[src/rtl/inj_pkg.sv]
package inj_pkg;

   typedef enum logic [1:0] {
      FAM_NONE,
      FAM_IMM,
      FAM_ZP,
      FAM_ABS
   } fam_t;

   typedef enum logic [3:0] {
      S_RST, S_PRE, S_VLO, S_VHI,
      S_IOP, S_IZP, S_IWR,
      S_OP,  S_B1,  S_B2,  S_DAT
   } seq_t;

   localparam logic [7:0] FILL_OP = 8'h85;

   function automatic logic [1:0] fam_bytes(input fam_t f);
      case (f)
         FAM_ABS: fam_bytes = 2'd3;
         FAM_NONE: fam_bytes = 2'd0;
         default: fam_bytes = 2'd2;
      endcase
   endfunction

endpackage

[src/rtl/inj_opdecode.sv]
module inj_opdecode
   import inj_pkg::*;
(
   input  logic [7:0] op,
   output fam_t       fam
);
   logic [2:0] grp_a;
   logic [2:0] mode_b;
   logic [1:0] cls_c;

   assign grp_a  = op[7:5];
   assign mode_b = op[4:2];
   assign cls_c  = op[1:0];

   always_comb begin
      fam = FAM_NONE;
      case (cls_c)
         2'b01: begin
            if (mode_b == 3'b001)                     fam = FAM_ZP;
            else if (mode_b == 3'b011)                fam = FAM_ABS;
            else if (mode_b == 3'b010 && op != 8'h89) fam = FAM_IMM;
         end
         2'b00: begin
            if (grp_a[2]) begin
               if (mode_b == 3'b001)                     fam = FAM_ZP;
               else if (mode_b == 3'b011)                fam = FAM_ABS;
               else if (mode_b == 3'b000 && grp_a != 3'b100) fam = FAM_IMM;
            end
         end
         2'b10: begin
            if (grp_a == 3'b100 || grp_a == 3'b101) begin
               if (mode_b == 3'b001)      fam = FAM_ZP;
               else if (mode_b == 3'b011) fam = FAM_ABS;
               else if (mode_b == 3'b000 && grp_a == 3'b101) fam = FAM_IMM;
            end
         end
         default: fam = FAM_NONE;
      endcase
   end
endmodule

[src/rtl/inj_rst_timer.sv]
module inj_rst_timer #(
   parameter int unsigned PERIOD = 100000,
   parameter int unsigned HOLD   = 8
) (
   input  logic clk,
   input  logic rst_n,
   input  logic cyc_end,
   input  logic at_boundary,
   output logic cpu_rst_n
);
   localparam int RW = $clog2(PERIOD + 1);
   localparam int HW = $clog2(HOLD + 1);

   generate
      if (PERIOD < 16) begin : g_bad_period
         $error("inj_rst_timer: PERIOD must be at least 16");
      end
      if (HOLD < 1) begin : g_bad_hold
         $error("inj_rst_timer: HOLD must be at least 1");
      end
   endgenerate

   logic [RW-1:0] run_cnt;
   logic [RW:0]   run_nxt;
   logic [HW-1:0] hold_cnt;

   assign run_nxt = {1'b0, run_cnt} + 1'b1;

   always_ff @(posedge clk or negedge rst_n) begin
      if (!rst_n) begin
         cpu_rst_n <= 1'b0;
         hold_cnt  <= '0;
         run_cnt   <= '0;
      end else if (cyc_end) begin
         if (!cpu_rst_n) begin
            if (hold_cnt == HW'(HOLD - 1)) begin
               cpu_rst_n <= 1'b1;
               hold_cnt  <= '0;
               run_cnt   <= '0;
            end else begin
               hold_cnt <= hold_cnt + 1'b1;
            end
         end else if (at_boundary && run_nxt >= (RW+1)'(PERIOD)) begin
            cpu_rst_n <= 1'b0;
         end else if (run_cnt != RW'(PERIOD)) begin
            run_cnt <= run_nxt[RW-1:0];
         end
      end
   end

   AST_HOLD_BOUND: assert property (@(posedge clk) disable iff (!rst_n)
      !cpu_rst_n |-> (hold_cnt < HW'(HOLD)));
endmodule

[src/rtl/bus_injector.sv]
module bus_injector
   import inj_pkg::*;
#(
   parameter int unsigned SYNC_STAGES = 2,
   parameter int unsigned RST_PERIOD  = 100000,
   parameter int unsigned RST_HOLD    = 8,
   parameter int unsigned PRE_CYC     = 5,
   parameter logic [15:0] VEC         = 16'hF000,
   parameter logic [7:0]  IDLE_ZP     = 8'h00
) (
   input  logic        clk,
   input  logic        rst_n,
   input  logic        cpu_phi2,
   input  logic        cpu_rnw,
   input  logic [7:0]  cpu_d_in,
   output logic [7:0]  cpu_d_out,
   output logic        cpu_d_oe,
   output logic        cpu_rst_n,
   input  logic        host_valid,
   output logic        host_ready,
   input  logic [7:0]  host_op,
   input  logic [7:0]  host_arg0,
   input  logic [7:0]  host_arg1,
   input  logic [1:0]  host_len,
   output logic        busy,
   output logic        err,
   output logic        cap_stb,
   output logic [7:0]  cap_data,
   output logic [15:0] cap_addr
);
   localparam int PW = $clog2(PRE_CYC + 1);

   generate
      if (SYNC_STAGES < 2) begin : g_bad_sync
         $error("bus_injector: SYNC_STAGES must be at least 2");
      end
      if (PRE_CYC < 1) begin : g_bad_pre
         $error("bus_injector: PRE_CYC must be at least 1");
      end
   endgenerate

   // clock-domain crossing of the CPU clock and R/W pin
   logic [SYNC_STAGES-1:0] ph_sh, rw_sh;
   logic ph_prev, ph_rise, ph_fall, rnw_s;

   always_ff @(posedge clk or negedge rst_n) begin
      if (!rst_n) begin
         ph_sh   <= '0;
         rw_sh   <= '1;
         ph_prev <= 1'b0;
      end else begin
         ph_sh   <= {ph_sh[SYNC_STAGES-2:0], cpu_phi2};
         rw_sh   <= {rw_sh[SYNC_STAGES-2:0], cpu_rnw};
         ph_prev <= ph_sh[SYNC_STAGES-1];
      end
   end

   assign ph_rise = ph_sh[SYNC_STAGES-1] & ~ph_prev;
   assign ph_fall = ~ph_sh[SYNC_STAGES-1] & ph_prev;
   assign rnw_s   = rw_sh[SYNC_STAGES-1];

   // opcode family lookup
   fam_t in_fam;
   logic in_ok, accept;

   inj_opdecode u_dec (.op(host_op), .fam(in_fam));

   assign in_ok = (in_fam != FAM_NONE) && (host_len == fam_bytes(in_fam));

   // sequencer state
   seq_t       st;
   logic [PW-1:0] pre_cnt;
   logic [1:0] idle_cnt;
   logic       pend_v, rnw_cyc;
   fam_t       p_fam;
   logic [7:0] p_op, p_a0, p_a1, byte_nxt;
   logic [15:0] tag;
   logic       in_run, boundary;

   assign in_run     = !(st inside {S_RST, S_PRE, S_VLO, S_VHI});
   assign host_ready = !pend_v && cpu_rst_n && in_run;
   assign accept     = host_valid && host_ready;
   assign busy       = pend_v;
   assign boundary   = (st == S_IWR);

   inj_rst_timer #(.PERIOD(RST_PERIOD), .HOLD(RST_HOLD)) u_tmr (
      .clk(clk), .rst_n(rst_n), .cyc_end(ph_fall),
      .at_boundary(boundary), .cpu_rst_n(cpu_rst_n)
   );

   always_comb begin
      case (st)
         S_IZP:        byte_nxt = IDLE_ZP;
         S_VLO:        byte_nxt = VEC[7:0];
         S_VHI:        byte_nxt = VEC[15:8];
         S_OP:         byte_nxt = p_op;
         S_B1:         byte_nxt = p_a0;
         S_B2:         byte_nxt = p_a1;
         S_DAT, S_IWR: byte_nxt = cap_data;
         default:      byte_nxt = FILL_OP;
      endcase
   end

   always_ff @(posedge clk or negedge rst_n) begin
      if (!rst_n) begin
         st <= S_RST;      pre_cnt <= '0;    idle_cnt <= '0;
         pend_v <= 1'b0;   p_fam <= FAM_NONE;
         p_op <= '0;       p_a0 <= '0;       p_a1 <= '0;
         err <= 1'b0;      tag <= '0;        rnw_cyc <= 1'b1;
         cap_stb <= 1'b0;  cap_data <= '0;   cap_addr <= '0;
         cpu_d_oe <= 1'b0; cpu_d_out <= '0;
      end else begin
         cap_stb <= 1'b0;
         if (accept) begin
            if (in_ok) begin
               pend_v <= 1'b1; p_fam <= in_fam;
               p_op <= host_op; p_a0 <= host_arg0; p_a1 <= host_arg1;
               err <= 1'b0;
            end else begin
               err <= 1'b1;
            end
         end
         if (ph_rise) begin
            cpu_d_oe  <= rnw_s;
            cpu_d_out <= byte_nxt;
            rnw_cyc   <= rnw_s;
         end
         if (ph_fall) begin
            cpu_d_oe <= 1'b0;
            if (!rnw_cyc) begin
               cap_stb  <= 1'b1;
               cap_data <= cpu_d_in;
               cap_addr <= tag;
            end
         end
         if (!cpu_rst_n) begin
            st <= S_RST;
         end else if (ph_fall || st == S_RST) begin
            case (st)
               S_RST: begin st <= S_PRE; pre_cnt <= '0; idle_cnt <= '0; end
               S_PRE: begin
                  if (pre_cnt == PW'(PRE_CYC - 1)) st <= S_VLO;
                  else pre_cnt <= pre_cnt + 1'b1;
               end
               S_VLO: st <= S_VHI;
               S_VHI: st <= S_IOP;
               S_IOP: st <= S_IZP;
               S_IZP: begin st <= S_IWR; tag <= {8'h00, IDLE_ZP}; end
               S_IWR: begin
                  if (pend_v && idle_cnt != 2'd0) begin
                     st <= S_OP; idle_cnt <= '0;
                  end else begin
                     st <= S_IOP;
                     if (idle_cnt != 2'd2) idle_cnt <= idle_cnt + 1'b1;
                  end
               end
               S_OP: st <= S_B1;
               S_B1: begin
                  if (p_fam != FAM_IMM) tag <= {8'h00, p_a0};
                  if (p_fam == FAM_IMM) begin st <= S_IOP; pend_v <= 1'b0; end
                  else if (p_fam == FAM_ZP) st <= S_DAT;
                  else st <= S_B2;
               end
               S_B2:  begin st <= S_DAT; tag[15:8] <= p_a1; end
               S_DAT: begin st <= S_IOP; pend_v <= 1'b0; end
               default: st <= S_IOP;
            endcase
         end
      end
   end

   AST_RST_AT_FILL_END: assert property (@(posedge clk) disable iff (!rst_n)
      $fell(cpu_rst_n) |-> $past(st) == S_IWR);
   AST_RST_STOPS_SEQ: assert property (@(posedge clk) disable iff (!rst_n)
      $fell(cpu_rst_n) |=> st == S_RST);
   AST_WRITE_UNDRIVEN: assert property (@(posedge clk) disable iff (!rst_n)
      cap_stb |-> !cpu_d_oe);
   AST_STB_SINGLE: assert property (@(posedge clk) disable iff (!rst_n)
      cap_stb |=> !cap_stb);
   AST_BUSY_IN_HOST_INSTR: assert property (@(posedge clk) disable iff (!rst_n)
      (cpu_rst_n && st inside {S_B1, S_B2, S_DAT}) |-> busy);
endmodule

[config.mk]
export PLATFORM = sky130hd
export DESIGN_NAME = bus_injector
export DESIGN_NICKNAME = d
export VERILOG_FILES = /design/src/rtl/inj_pkg.sv /design/src/rtl/inj_opdecode.sv /design/src/rtl/inj_rst_timer.sv /design/src/rtl/bus_injector.sv
export SDC_FILE = /design/constraint.sdc
export NUM_CORES = 1
export LEC_CHECK = 0
export BUFFER_PORTS_ARGS = -buffer_cell sky130_fd_sc_hd__buf_2
export CORE_UTILIZATION = 30
export CTS_CLUSTER_DIAMETER = 40
export CTS_CLUSTER_SIZE = 25
export DETAILED_ROUTE_END_ITERATION = 8
export PLACE_DENSITY = 0.55
export RECOVER_POWER = 25
export SYNTH_ARGS = -nofsm -noshare
export SYNTH_HDL_FRONTEND = slang
export SYNTH_SLANG_ARGS = --single-unit
[constraint.sdc]
create_clock -name clk -period 3.4 [get_ports clk]
set_input_delay 0.17 -clock clk [delete_from_list [all_inputs] [get_ports clk]]
set_output_delay 0.17 -clock clk [all_outputs]
set_load 0.03 [all_outputs]
After elaboration in Yosys (flattened, before gate mapping):

Cells that the tools add are included.

* register bits after elaboration: 115
* word-level logic and storage cells: 154

* add/sub/neg operators: 4
* magnitude comparators: 1
* eq/ne operators: 35
* multiplexer cells: 48
* bitwise gates (word level): 6
* reductions and logical operators: 37

Operators by type and width (number)
* two-way mux 17 bit: 4
* case mux 8 bit (6 select lines): 1
* case mux 4 bit (9 select lines): 1
* two-way mux 2 bit: 12
* case mux 8 bit (3 select lines): 1
* == test 4 x 3 -> 1 bit (second input constant): 5
* two-way mux 4 bit: 5
* AND reduction 4 bit: 5
* adder 17 x 1 -> 18 bit (second input constant): 1
* >= comparator 18 x 17 -> 1 bit (second input constant): 1
* != test 17 bit (second input constant): 1
* two-way mux 1 bit: 16
* two-way mux 16 bit: 1
* case mux 8 bit (2 select lines): 1
* nonzero test 2 bit: 7
* == test 4 bit (second input constant): 3
* != test 2 bit (second input constant): 6
* == test 3 bit (second input constant): 3
* logical AND 1 bit: 9
* != test 3 bit (second input constant): 3
* == test 4 x 2 -> 1 bit (second input constant): 2
* != test 8 bit (second input constant): 1
* case mux 2 bit (2 select lines): 2
* AND reduction 2 bit: 4
* 24 further kinds: 36

Longest topological paths before layout:

Gate-level depths: netlist of run 1.

* depth in word-level cells: 17
* gate-level depth with buffers: 12
* depth with buffers taken out: 8

By module:

Synthesis of run 1 repeated with hierarchy kept, for this count alone.

* cells, all modules: 567
* area total of the unflattened synthesis: 6012.0 µm²

By module, submodules not included
* bus_injector: instances 1, cells an instance 372, area each 4317.9 µm², seq. area each 2331.0 µm²
* inj_rst_timer: instances 1, cells an instance 184, area each 1635.3 µm², seq. area each 550.5 µm²
* inj_opdecode: instances 1, cells an instance 11, area each 58.8 µm², seq. area each 0.0 µm²

Worst setup path before layout of run 1:

OpenSTA, ideal clock, no wires.

* path kind: register to register
* start: register u_tmr.cpu_rst_n
* end: register p_a0[0]
* setup time: 0.125 ns
* arrival time: 2.834 ns
* required time: 3.275 ns
* slack: 0.442 ns
* cell stages (with the launch flop): 7
* path buffers: 1
* cell sequence: dfrtp_1 inv_2 nor3_1 nand3_1 a211oi_2 buf_2 mux2_2

* cells in the longest elaborated chain, start to end: 4

Ends and longest elaborated chain
* start, declared: RTL line inj_rst_timer.sv:9 `output logic cpu_rst_n`
* start signal, assigned: RTL line inj_rst_timer.sv:31 `cpu_rst_n <= 1'b0;`
* start signal, assigned: RTL line inj_rst_timer.sv:37 `cpu_rst_n <= 1'b1;`
* start signal, assigned: RTL line inj_rst_timer.sv:44 `cpu_rst_n <= 1'b0;`
* logical AND 1 bit (2 in a row): RTL line bus_injector.sv:81 `assign host_ready = !pend_v && cpu_rst_n && in_run;`
* via host_ready: RTL line bus_injector.sv:20 `output logic host_ready,`
* logical AND 1 bit: RTL line bus_injector.sv:82 `assign accept = host_valid && host_ready;`
* AND reduction 2 bit (no line)
* end signal, assigned: RTL line bus_injector.sv:117 `p_op <= host_op; p_a0 <= host_arg0; p_a1 <= host_arg1;`
* end, declared: RTL line bus_injector.sv:76 `logic [7:0] p_op, p_a0, p_a1, byte_nxt;`

The timed path passes the listed nets, and every way through them passes these cells.
A chain may end at the register's enable or synchronous reset.

Worst setup path in the final report of run 1:

* start: register u_tmr.run_cnt[0]
* end: register u_tmr.run_cnt[6]

* cells in the longest elaborated chain, start to end: 5
* elaborated cells between the ends (all ways): 10
* those cells by class: add/sub: 1; order compare: 1; eq/ne: 3; mux: 3; reduce/logical: 2

Ends and longest elaborated chain
* start, declared: RTL line inj_rst_timer.sv:23 `logic [RW-1:0] run_cnt;`
* start signal, assigned: RTL line inj_rst_timer.sv:46 `run_cnt <= run_nxt[RW-1:0];`
* adder 17 x 1 -> 18 bit: RTL line inj_rst_timer.sv:27 `assign run_nxt = {1'b0, run_cnt} + 1'b1;`
* >= comparator 18 x 17 -> 1 bit: RTL line inj_rst_timer.sv:43 `end else if (at_boundary && run_nxt >= (RW+1)'(PERIOD)) begin`
* logical AND 1 bit: RTL line inj_rst_timer.sv:43
* != test 2 bit (no line)
* AND reduction 4 bit (no line)

Several ways; a longest one is shown, not always the timed one. The select of a mux whose other input is x is not followed.

==> flow_summary.json, run 1 <==
{
  "fmax_mhz": 330,
  "worstReg2RegStart": "u_tmr.run_cnt[0]$_DFFE_PN0P_",
  "total_congestion_overflow": 0,
  "clock_pin_slew_on_the_worst_setup_and_hold_paths_ns": 0.06,
  "crit_path_end_kind": "register",
  "max-vdd-ir-drop_uv": 378,
  "route.final.wire_length_microns": 14900,
  "insertion_delay_ns": 0.42,
  "peak_fanout_along_the_critical_path": 17,
  "synthesis.area_per_instance_sq_um": 10.2,
  "synth_enable_flop_cells": 0,
  "ff2ff_path_depth": 7,
  "place_congestion": 0.900,
  "cts_made_buffers": 17,
  "layout_worst_path_cycle_share_pct": 89.1,
  "final_setup_margin_ns": 0.369,
  "ys_top_cells_by_area": "sky130_fd_sc_hd__dfrtp_1 49%, sky130_fd_sc_hd__mux2_2 9.8%, sky130_fd_sc_hd__o21ai_0 3.5%, sky130_fd_sc_hd__nand3_1 2.7%, sky130_fd_sc_hd__inv_1 2.7%",
  "synthFlopType": "sky130_fd_sc_hd__dfrtp_1",
  "grt_first_pass_wirelength_microns": 24400,
  "cp_slowest_stage_delay_ns": 0.63,
  "antenna_violations_before_repair": 0,
  "timing.final.max_slew_violations": 116,
  "final-instance-count-excl-fill": 907,
  "timing.final.setup_violations": 0,
  "drt-wirelength-per-cell_microns": 16.4,
  "cts_sinks": 115,
  "drc": 0,
  "worst_clock_skew_ns": 0.00795,
  "slowest_stage": "sky130_fd_sc_hd__a31o_1",
  "final_util_pct": 38.3,
  "core_region_area_sq_um": 18800,
  "nets": 710,
  "initial_core_util_pct": 30.8,
  "grt_use_total_pct": 15.8,
  "min_delay_path_class": "in2reg",
  "status": "complete, but fails checks",
  "rrSetupSlack_ns": 0.37,
  "placed_cells_incl_taps": 848,
  "p_leak_nw": 3.24,
  "die_width_microns": 141,
  "yosysWarnings": 0,
  "first_global_vias": 4649,
  "synth_seq_cells": 115,
  "ys_async_sr_fraction_pct": 100,
  "dpl.hpwl_microns": 10100,
  "totalNegativeSetupSlack_ns": 0,
  "power.density_cell_area_nw_per_um2": 597,
  "worstPathRequired_ns": 3.72,
  "cp_data_arrival_time_ns": 3.35,
  "slew-limit-headroom_pct": -77.5,
  "mappedNetlistArea_sq_um": 5770,
  "hold_viol_final": 0,
  "final.min_clock_period_ns": 3.03,
  "crit_path_cell_trace": "ha_1 -> and4_1 -> or4_1 -> a32oi_1 -> a31o_1 -> nand2_1 -> o41ai_2",
  "viasPerCell": 5.26,
  "worst_pin_slew_ns": 2.66,
  "clockRootBuffer": "sky130_fd_sc_hd__clkbuf_16",
  "layout_commonest_cell": "sky130_fd_sc_hd__dfrtp_1",
  "clock_tree.htree_level_count": 4,
  "synthDominantAreaCellType": "sky130_fd_sc_hd__dfrtp_1",
  "num_antenna_cells": 0,
  "vias": 4768,
  "top_library_cells_by_usage_in_the_layout_fill_and_taps_aside": "112 x sky130_fd_sc_hd__dfrtp_1, 76 x sky130_fd_sc_hd__buf_2, 50 x sky130_fd_sc_hd__mux2_2",
  "postRouteAntennaNets": 0,
  "timing_worst_setup_path_type": "reg2reg",
  "whs_endpoint": "p_op[1]$_DFFE_PN0P_",
  "layout-drive-gt1-share_pct": 26.3,
  "tritoncts": "done",
  "std_cell_rows": 50,
  "fillerInstances": 1861,
  "maximum_number_of_pins_on_one_net_before_global_route_repair": 116,
  "syn-num-nets": 616,
  "layout.area.seq_sq_um": 2880,
  "critical_path.reg2reg.endpoint": "u_tmr.run_cnt[6]$_DFFE_PN0P_",
  "worst_hold_path_startpoint": "host_op[1]",
  "critical_path.startpoint_type": "register",
  "synthDistinctLibCells": 67,
  "register_area_share_after_synthesis_pct": 49.9,
  "max_cap_viol_count": 1,
  "place_ws_ns": 0.405,
  "io-pin-count": 77,
  "area_growth_pct": 24.4,
  "portBuffers": 76,
  "cts.path.max_buffers": 2,
  "grt_setup_unrepaired": "no",
  "violations": "max-capacitance violations, max-slew violations",
  "die-area_sq_um": 19800,
  "yosys.area.top_type_share_pct": 48.5,
  "die_h_microns": 141,
  "drtPass1Iterations": 5,
  "syn-instance-count": 566,
  "min_path_cells": 2,
  "initialDrtViolationCount": 339,
  "multi_input_gate_area_sq_um": 2560,
  "report.power.total_mw": 4.29
}
-- kinds of logic after synthesis --
group,synth area share [%]
buf+inv,6.00
fa+ha+maj,2.38
xor+xnor,0.607
flops,49.9
compound gates,17.4
simple gates,13.8
mux,9.92
-- sequential cells by signal (all words and copies together), names as in the netlist, 3 cells and up --
| register | cells |
|---|---|
| p_op | 8 |
| p_a0 | 8 |
| tag | 16 |
| cap_data | 8 |
| st | 4 |
| u_tmr.hold_cnt | 4 |
| p_a1 | 8 |
| pre_cnt | 3 |
| cpu_d_out | 8 |
| cap_addr | 16 |
| u_tmr.run_cnt | 17 |
-- critical path: cells and delay by family, from the launching register on --
family,cells,cell delay [ns]
compound gates,3,1.15
simple gates,3,1.05
flops,1,0.41
fa+ha+maj,1,0.32
-- final cells by class --
cell class,count,share of cell area [%]
flip-flops and latches,115,40.1
well taps,234,4.08
multi-input cells,372,35.6
repair buffers,110,9.79
inverters,44,2.30
clock inverters,14,2.14
clock buffers,18,5.98
-- layer usage --
| metal | part of all wire [%] | up-vias | track usage, % |
|---|---|---|---|
| met5 | 0 | - | 0 |
| met4 | 2.4 | 0 | 7.61 |
| met3 | 5.1 | 31 | 3.29 |
| met2 | 46 | 160 | 23.9 |
| met1 | 46 | 2316 | 21.6 |
| li1 | - | 2261 | - |
-- per-stage QoR --
| step | hold slack, ns | instance area [sq um] |
|---|---|---|
| CTS | 0.000660 | 7200 |
| global route | 0.00675 | 7180 |
| global placement | 0.278 | 6340 |
| finish | 0.0205 | 7180 |
| floorplan | -0.126 | 5770 |
| detailed placement | 0.281 | 6340 |
-- power by group --
part / switching [mW] / internal [mW]
clock: 0.672 / 1.09
combinational: 0.585 / 0.321
sequential: 0.123 / 1.50
-- Yosys cell counts (2+ instances only) --
cell type,n
sky130_fd_sc_hd__nand2_1,36
sky130_fd_sc_hd__nand4_1,8
sky130_fd_sc_hd__o31ai_1,4
sky130_fd_sc_hd__dfrtp_1,112
sky130_fd_sc_hd__o32a_1,2
sky130_fd_sc_hd__nor4_1,4
sky130_fd_sc_hd__nor3_1,12
sky130_fd_sc_hd__a211oi_1,3
sky130_fd_sc_hd__xnor2_1,3
sky130_fd_sc_hd__a21o_1,2
sky130_fd_sc_hd__inv_1,41
sky130_fd_sc_hd__o41ai_1,3
sky130_fd_sc_hd__and4_1,4
sky130_fd_sc_hd__o211ai_1,4
sky130_fd_sc_hd__buf_6,2
sky130_fd_sc_hd__and3b_1,2
sky130_fd_sc_hd__o22ai_1,2
sky130_fd_sc_hd__clkbuf_2,2
sky130_fd_sc_hd__nor2_1,31
sky130_fd_sc_hd__o21ai_1,4
sky130_fd_sc_hd__or2_2,2
sky130_fd_sc_hd__and3_1,7
sky130_fd_sc_hd__ha_1,11
sky130_fd_sc_hd__a21oi_1,25
sky130_fd_sc_hd__dfstp_2,3
sky130_fd_sc_hd__o22a_1,4
sky130_fd_sc_hd__and2_1,3
sky130_fd_sc_hd__a31oi_1,16
sky130_fd_sc_hd__clkbuf_1,19
sky130_fd_sc_hd__nand3_1,31
sky130_fd_sc_hd__buf_4,3
sky130_fd_sc_hd__or3_1,3
sky130_fd_sc_hd__nand2b_1,6
sky130_fd_sc_hd__a221oi_1,12
sky130_fd_sc_hd__o21ai_0,40
sky130_fd_sc_hd__or4_1,2
sky130_fd_sc_hd__buf_2,8
sky130_fd_sc_hd__nor2b_1,3
sky130_fd_sc_hd__mux2_2,50
sky130_fd_sc_hd__a41oi_1,5
sky130_fd_sc_hd__o32ai_1,5
sky130_fd_sc_hd__inv_2,2
-- worst max-delay path by stage --
stage                                            start                      endpoint  cells after the start  slack [ns]
after global routing                             rst_n            ph_sh[0]$_DFF_PN0_                      3        0.08
after global placement    u_tmr.run_cnt[0]$_DFFE_PN0P_  u_tmr.run_cnt[6]$_DFFE_PN0P_                      7        0.42
after detailed placement  u_tmr.run_cnt[0]$_DFFE_PN0P_  u_tmr.run_cnt[6]$_DFFE_PN0P_                      7        0.41
final                     u_tmr.run_cnt[0]$_DFFE_PN0P_  u_tmr.run_cnt[6]$_DFFE_PN0P_                      7        0.37
after floorplan            u_tmr.cpu_rst_n$_DFFE_PN0P_           p_a0[0]$_DFFE_PN0P_                      6        0.44
after CTS                 u_tmr.run_cnt[0]$_DFFE_PN0P_  u_tmr.run_cnt[6]$_DFFE_PN0P_                      7        0.40
-- timing repair --
item / CTS / global route
setup buffers: 0 / 0
hold buffers: 27 / 0
gates resized for setup: 0 / 0
hold endpoints to repair: 138 / 0
Power figures use the tool's default switching activity.
==> inputs of run 2 (changes only) <==
SYNTH_HIERARCHICAL = 1   (was unset)
==> flow_summary.json, run 2 <==
{
  "synthDominantAreaCellType": "sky130_fd_sc_hd__dfrtp_1",
  "ys_top_cells_by_area": "sky130_fd_sc_hd__dfrtp_1 47%, sky130_fd_sc_hd__mux2_2 8.6%, sky130_fd_sc_hd__nand2_1 3.6%, sky130_fd_sc_hd__o21ai_0 2.9%, sky130_fd_sc_hd__mux2i_1 2.7%",
  "die_h_microns": 144,
  "cts_sinks": 115,
  "route.final.wire_length_microns": 14900,
  "slowest_stage": "sky130_fd_sc_hd__dfrtp_1",
  "ff2ff_path_depth": 10,
  "report.power.total_mw": 4.22,
  "cts.path.max_buffers": 2,
  "first_global_vias": 4676,
  "drtPass1Iterations": 5,
  "core_region_area_sq_um": 19500,
  "max_cap_viol_count": 1,
  "std_cell_rows": 51,
  "dpl.hpwl_microns": 10500,
  "clock_pin_slew_on_the_worst_setup_and_hold_paths_ns": 0.06,
  "min_path_cells": 2,
  "tritoncts": "done",
  "worst_pin_slew_ns": 1.83,
  "synth_seq_cells": 115,
  "synthFlopType": "sky130_fd_sc_hd__dfrtp_1",
  "layout-drive-gt1-share_pct": 22.9,
  "vias": 4651,
  "place_congestion": 0.828,
  "grt_use_total_pct": 15.5,
  "synth_enable_flop_cells": 0,
  "totalNegativeSetupSlack_ns": 0,
  "die-area_sq_um": 20600,
  "largest_register_ff_count": 17,
  "portBuffers": 76,
  "syn-instance-count": 567,
  "p_leak_nw": 3.17,
  "violations": "max-capacitance violations, max-slew violations",
  "antenna_violations_before_repair": 0,
  "timing_worst_setup_path_type": "reg2reg",
  "rrSetupSlack_ns": 0.63,
  "top_usage_layer": "met2",
  "cts_made_buffers": 17,
  "final.min_clock_period_ns": 2.77,
  "reg_top3": "u_tmr/run_cnt: 17 flops, cap_addr: 16 flops, tag: 16 flops",
  "top_library_cells_by_usage_in_the_layout_fill_and_taps_aside": "112 x sky130_fd_sc_hd__dfrtp_1, 57 x sky130_fd_sc_hd__nand2_1, 46 x sky130_fd_sc_hd__mux2_2",
  "layout_worst_path_cycle_share_pct": 81.6,
  "io-pin-count": 77,
  "timing.final.max_slew_violations": 70,
  "synthesis.area_per_instance_sq_um": 10.6,
  "critical_path.startpoint_type": "register",
  "netlist_top_cells_count": "112 x sky130_fd_sc_hd__dfrtp_1, 57 x sky130_fd_sc_hd__nand2_1, 46 x sky130_fd_sc_hd__mux2_2",
  "syn-num-nets": 617,
  "slew-limit-headroom_pct": -22.0,
  "mappedNetlistArea_sq_um": 6010,
  "cp_slowest_stage_delay_ns": 0.41,
  "die_width_microns": 144,
  "register_area_share_after_synthesis_pct": 47.9,
  "power.density_cell_area_nw_per_um2": 568,
  "worst_clock_skew_ns": 0.0110,
  "cp_data_arrival_time_ns": 3.06,
  "min_delay_path_class": "in2reg",
  "ys_async_sr_fraction_pct": 100,
  "status": "complete, but fails checks",
  "nets": 719,
  "maximum_number_of_pins_on_one_net_before_global_route_repair": 71,
  "yosys.area.top_type_share_pct": 46.6,
  "drt-wirelength-per-cell_microns": 15.7,
  "num_antenna_cells": 0,
  "insertion_delay_ns": 0.42,
  "total_congestion_overflow": 0,
  "crit_path_end_kind": "register",
  "viasPerCell": 4.91,
  "crit_path_cell_trace": "ha_1 -> and4_2 -> nand4_1 -> a32o_1 -> a21oi_1 -> o221ai_2 -> a21oi_2 -> buf_4 -> nand2b_1 -> o21ai_0",
  "grt_use_met2_pct": 26.2,
  "met3_usage_pct": 4.03,
  "grt.met1_usage_pct": 19.2,
  "max-vdd-ir-drop_uv": 372,
  "synth_most_common_cell": "sky130_fd_sc_hd__dfrtp_1",
  "hold_viol_final": 0,
  "layout_commonest_cell": "sky130_fd_sc_hd__dfrtp_1",
  "initialDrtViolationCount": 287,
  "regMostFlops": "u_tmr/run_cnt",
  "postRouteAntennaNets": 0,
  "area_growth_pct": 23.5,
  "clock_tree.htree_level_count": 4,
  "drc": 0,
  "grt_setup_unrepaired": "no",
  "clockRootBuffer": "sky130_fd_sc_hd__clkbuf_16",
  "worstPathRequired_ns": 3.69,
  "yosysWarnings": 6,
  "grt_first_pass_wirelength_microns": 24400,
  "fmax_mhz": 361,
  "timing.final.setup_violations": 0,
  "synthDistinctLibCells": 79,
  "peak_fanout_along_the_critical_path": 9,
  "initial_core_util_pct": 30.8
}
## run 2: cell types whose count changed after synthesis, sizes merged, moves of 9 or more
cell and delta:
mux2i +15, a31oi -10, a221oi -9, nand2 +21, clkbuf -9, nand3 -13, nor2 -12
## run 2: what timing repair did
| action | 4_1_cts | 5_1_grt |
|---|---|---|
| hold buffers | 28 | 0 |
| gates resized for setup | 0 | 0 |
| endpoints found under the hold margin | 93 | 0 |
| setup buffers | 0 | 0 |
## run 2: cell type report
class,count,area [sq um]
clock buffers,18,429
clock inverters,14,175
fillers,1982,12100
inverters,43,161
multi-input cells,376,2720
flip-flops and latches,115,2880
well taps,265,332
repair buffers,116,721
## run 2: final timing paths
check,start,endpoint
setup / recovery,u_tmr/run_cnt[1]$_DFFE_PN0P_,u_tmr/run_cnt[1]$_DFFE_PN0P_
hold / removal,host_arg0[6],p_a0[6]$_DFFE_PN0P_
setup reg to reg,u_tmr/run_cnt[1]$_DFFE_PN0P_,u_tmr/run_cnt[1]$_DFFE_PN0P_
hold reg to reg,rw_sh[0]$_DFF_PN1_,rw_sh[1]$_DFF_PN1_
max in group asynchronous,rst_n,pre_cnt[0]$_DFFE_PN0P_
min in group asynchronous,rst_n,u_tmr/run_cnt[8]$_DFFE_PN0P_
## run 2: cell families after synthesis
family | synth area share, %
adder cells (fa/ha/maj) | 2.46
multiplexers | 11.8
AO/OA/AOI/OAI | 14.6
AND/OR/NAND/NOR | 15.8
buffers and inverters | 6.76
flip-flops | 47.9
XOR/XNOR | 0.728
## run 2: worst max-delay path: cells and delay by family, from the launching register on
kind / cells / cell delay, ns
and+or+nand+nor: 3 / 0.64
adders and majority gates: 1 / 0.25
AOI/OAI and AO/OA: 5 / 1.13
buffers and inverters: 1 / 0.23
DFF: 1 / 0.41
## run 2: layer usage
layer  part of all wire (%)  wire length (microns)
met3                    5.2                    772
met5                      0                      0
met1                     44                   6490
met4                    1.1                    164
met2                     50                   7440
## run 2: power breakdown
part	internal, mW	switching (mW)	total [mW]	leakage (nW)
Clock	1.16	0.678	1.84	0.300
Sequential	1.48	0.112	1.59	1.54
Combinational	0.296	0.494	0.791	1.33
## run 2: metrics by stage
step	hold slack (ns)	setup WS [ns]	instances	instance area, sq um	utilization [%]
global placement	0.280	0.708	887	6580	33.7
detailed placement	0.282	0.641	887	6580	33.7
floorplan	-0.126	1.05	567	6010	-
finish	0.0131	0.627	947	7420	38.0
global route	0.00958	0.418	947	7420	38.0
CTS	0.00391	0.634	947	7470	38.2
==> inputs of run 3 (changes only) <==
clock period = 2.58 ns   (was 3.4 ns; I/O delays follow)
==> flow_summary.json, run 3 (synthesis results as in run 2) <==
{
  "status": "finished clean",
  "worst_clock_skew_ns": 0.0126,
  "clock_tree.htree_level_count": 4,
  "worstPathRequired_ns": 2.93,
  "combinational_cell_fraction_of_total_power_pct": 19.6,
  "min_delay_path_class": "in2reg",
  "tritoncts": "done",
  "crit_path_cell_trace": "buf_4 -> and2_2 -> nand3_4 -> o311ai_1 -> o211ai_1 -> o221ai_2 -> nand3_2 -> or4_1 -> nand2_1",
  "fmax_mhz": 411,
  "dpl.hpwl_microns": 10900,
  "cp_slowest_stage_delay_ns": 0.45,
  "max_cap_viol_count": 0,
  "grt_use_met2_pct": 26.6,
  "p_switching_mw": 1.70,
  "postRouteAntennaNets": 0,
  "cellInternalPower_mw": 4.04,
  "top_library_cells_by_usage_in_the_layout_fill_and_taps_aside": "111 x sky130_fd_sc_hd__dfrtp_1, 61 x sky130_fd_sc_hd__buf_2, 57 x sky130_fd_sc_hd__nand2_1",
  "clockPowerShare_pct": 44.3,
  "timing.final.setup_violations": 0,
  "reg_top3": "u_tmr/run_cnt: 17 flops, cap_addr: 16 flops, tag: 16 flops",
  "die_width_microns": 144,
  "layout_worst_path_cycle_share_pct": 94.4,
  "grt_first_pass_wirelength_microns": 25400,
  "placed_cells_incl_taps": 907,
  "num_antenna_cells": 0,
  "layout.area.seq_sq_um": 2880,
  "layout_commonest_cell": "sky130_fd_sc_hd__dfrtp_1",
  "die_h_microns": 144,
  "share_seq_of_total_power_pct": 36.1,
  "layout-drive-gt1-share_pct": 28.6,
  "final-instance-count-excl-fill": 976,
  "crit_path_end_kind": "register",
  "grt_use_total_pct": 16.0,
  "first_global_vias": 4949,
  "max-vdd-ir-drop_uv": 457,
  "report.power.total_mw": 5.73,
  "peak_fanout_along_the_critical_path": 8,
  "worst_pin_slew_ns": 1.32,
  "power_switching_share_pct": 29.6,
  "area_growth_pct": 29.1,
  "drc": 0,
  "core_region_area_sq_um": 19500,
  "cp_data_arrival_time_ns": 2.78,
  "initial_core_util_pct": 30.8,
  "fillerInstances": 1949,
  "maximum_number_of_pins_on_one_net_before_global_route_repair": 50,
  "route.final.wire_length_microns": 15200,
  "drt-wirelength-per-cell_microns": 15.6,
  "timing.final.max_slew_violations": 0,
  "power.density_cell_area_nw_per_um2": 739,
  "hold_viol_final": 0,
  "slowest_stage": "sky130_fd_sc_hd__or4_1",
  "nets": 749,
  "multi_input_gate_area_sq_um": 2740,
  "final.min_clock_period_ns": 2.44,
  "drtPass1Iterations": 4,
  "critical_path.startpoint_type": "register",
  "std_cell_rows": 51,
  "largest_register_ff_count": 17,
  "place_congestion": 0.887,
  "portBuffers": 76,
  "clockRootBuffer": "sky130_fd_sc_hd__clkbuf_16",
  "top_usage_layer": "met2",
  "die-area_sq_um": 20600,
  "antenna_violations_before_repair": 0,
  "initialDrtViolationCount": 253,
  "viasPerCell": 4.89,
  "clock_pin_slew_on_the_worst_setup_and_hold_paths_ns": 0.06,
  "io-pin-count": 77,
  "p_leak_nw": 3.40,
  "total_congestion_overflow": 0,
  "grt.met1_usage_pct": 19.5,
  "met3_usage_pct": 3.80,
  "cts_made_buffers": 17,
  "regMostFlops": "u_tmr/run_cnt",
  "vias": 4768,
  "slew-limit-headroom_pct": 12.1,
  "cts.path.max_buffers": 2,
  "totalNegativeSetupSlack_ns": 0,
  "timing_worst_setup_path_type": "reg2reg",
  "grt_setup_unrepaired": "yes",
  "insertion_delay_ns": 0.42,
  "cts_sinks": 115
}
run 3: cell types whose count changed in the layout (fill, tap and decap cells not counted), moves of 2 or more:
cell | previous run | this run
sky130_fd_sc_hd__buf_4 | 11 | 32
sky130_fd_sc_hd__dlygate4sd3_1 | 28 | 36
sky130_fd_sc_hd__clkinvlp_4 | 0 | 2
sky130_fd_sc_hd__clkinv_2 | 3 | 0
sky130_fd_sc_hd__clkbuf_1 | 35 | 14
sky130_fd_sc_hd__buf_2 | 41 | 61
run 3: final cells by class:
cell class / instances / area share [%]
flip-flops and latches: 115 / 37.2
multi-input cells: 376 / 35.4
repair buffers: 146 / 12.9
clock buffers: 18 / 5.66
well taps: 265 / 4.27
clock inverters: 13 / 2.53
inverters: 43 / 2.08
run 3: worst paths after layout:
path / startpoint / to / slack, ns / cells past startpoint
worst max-delay path: u_tmr/run_cnt[0]$_DFFE_PN0P_ / u_tmr/run_cnt[11]$_DFFE_PN0P_ / 0.14 / 9
worst min-delay path: host_len[1] / err$_DFFE_PN0N_ / 0.33 / 4
worst max register to register: u_tmr/run_cnt[0]$_DFFE_PN0P_ / u_tmr/run_cnt[11]$_DFFE_PN0P_ / 0.14 / 9
worst min register to register: rw_sh[0]$_DFF_PN1_ / rw_sh[1]$_DFF_PN1_ / 0.36 / 0
max in group asynchronous: rst_n / rw_sh[1]$_DFF_PN1_ / 1.04 / 3
min in group asynchronous: rst_n / u_tmr/run_cnt[6]$_DFFE_PN0P_ / 0.55 / 2
run 3: repair_timing:
action                                 CTS  global route
setup endpoints to repair                0            20
resized for setup                        0             8
setup buffers                            0             2
endpoints found under the hold margin   81             0
hold buffers                            36             0
run 3: critical path: cells and delay by family, from the launching register on:
kind                   cells  cell delay [ns]
and+or+nand+nor            5             1.14
AOI/OAI and AO/OA          3             0.73
DFF                        1             0.37
buffers and inverters      1             0.14
run 3: layer usage:
layer  part of all wire, %  vias to the layer above  routed length (microns)
met1                    44                     2324                     6740
met2                    49                      126                     7500
li1                      -                     2297                        -
met4                   1.8                        0                      277
met5                     0                        -                        0
met3                   4.7                       21                      716
run 3: through the flow:
stage          utilization (%)  instance area, sq um  hold slack (ns)  setup slack [ns]
2_1_floorplan                -                  6010           -0.167             0.226
3_3_place_gp              34.6                  6750            0.208             0.118
3_5_place_dp              34.6                  6750            0.228            0.0844
4_1_cts                   39.7                  7740            0.325            0.0579
5_1_grt                   39.7                  7760            0.349           -0.0255
6_report                  39.7                  7760            0.333             0.145
run 3: power groups by stage:
| stage | clock (mW) | combinational, mW | sequential, mW |
|---|---|---|---|
| 2_1_floorplan | 0 | 0.620 | 2.20 |
| 3_3_place_gp | 0 | 1.06 | 2.09 |
| 3_5_place_dp | 0 | 1.08 | 2.10 |
| 4_1_cts | 2.59 | 1.13 | 2.07 |
| 5_1_grt | 2.68 | 1.26 | 2.09 |
| 6_report | 2.54 | 1.12 | 2.07 |
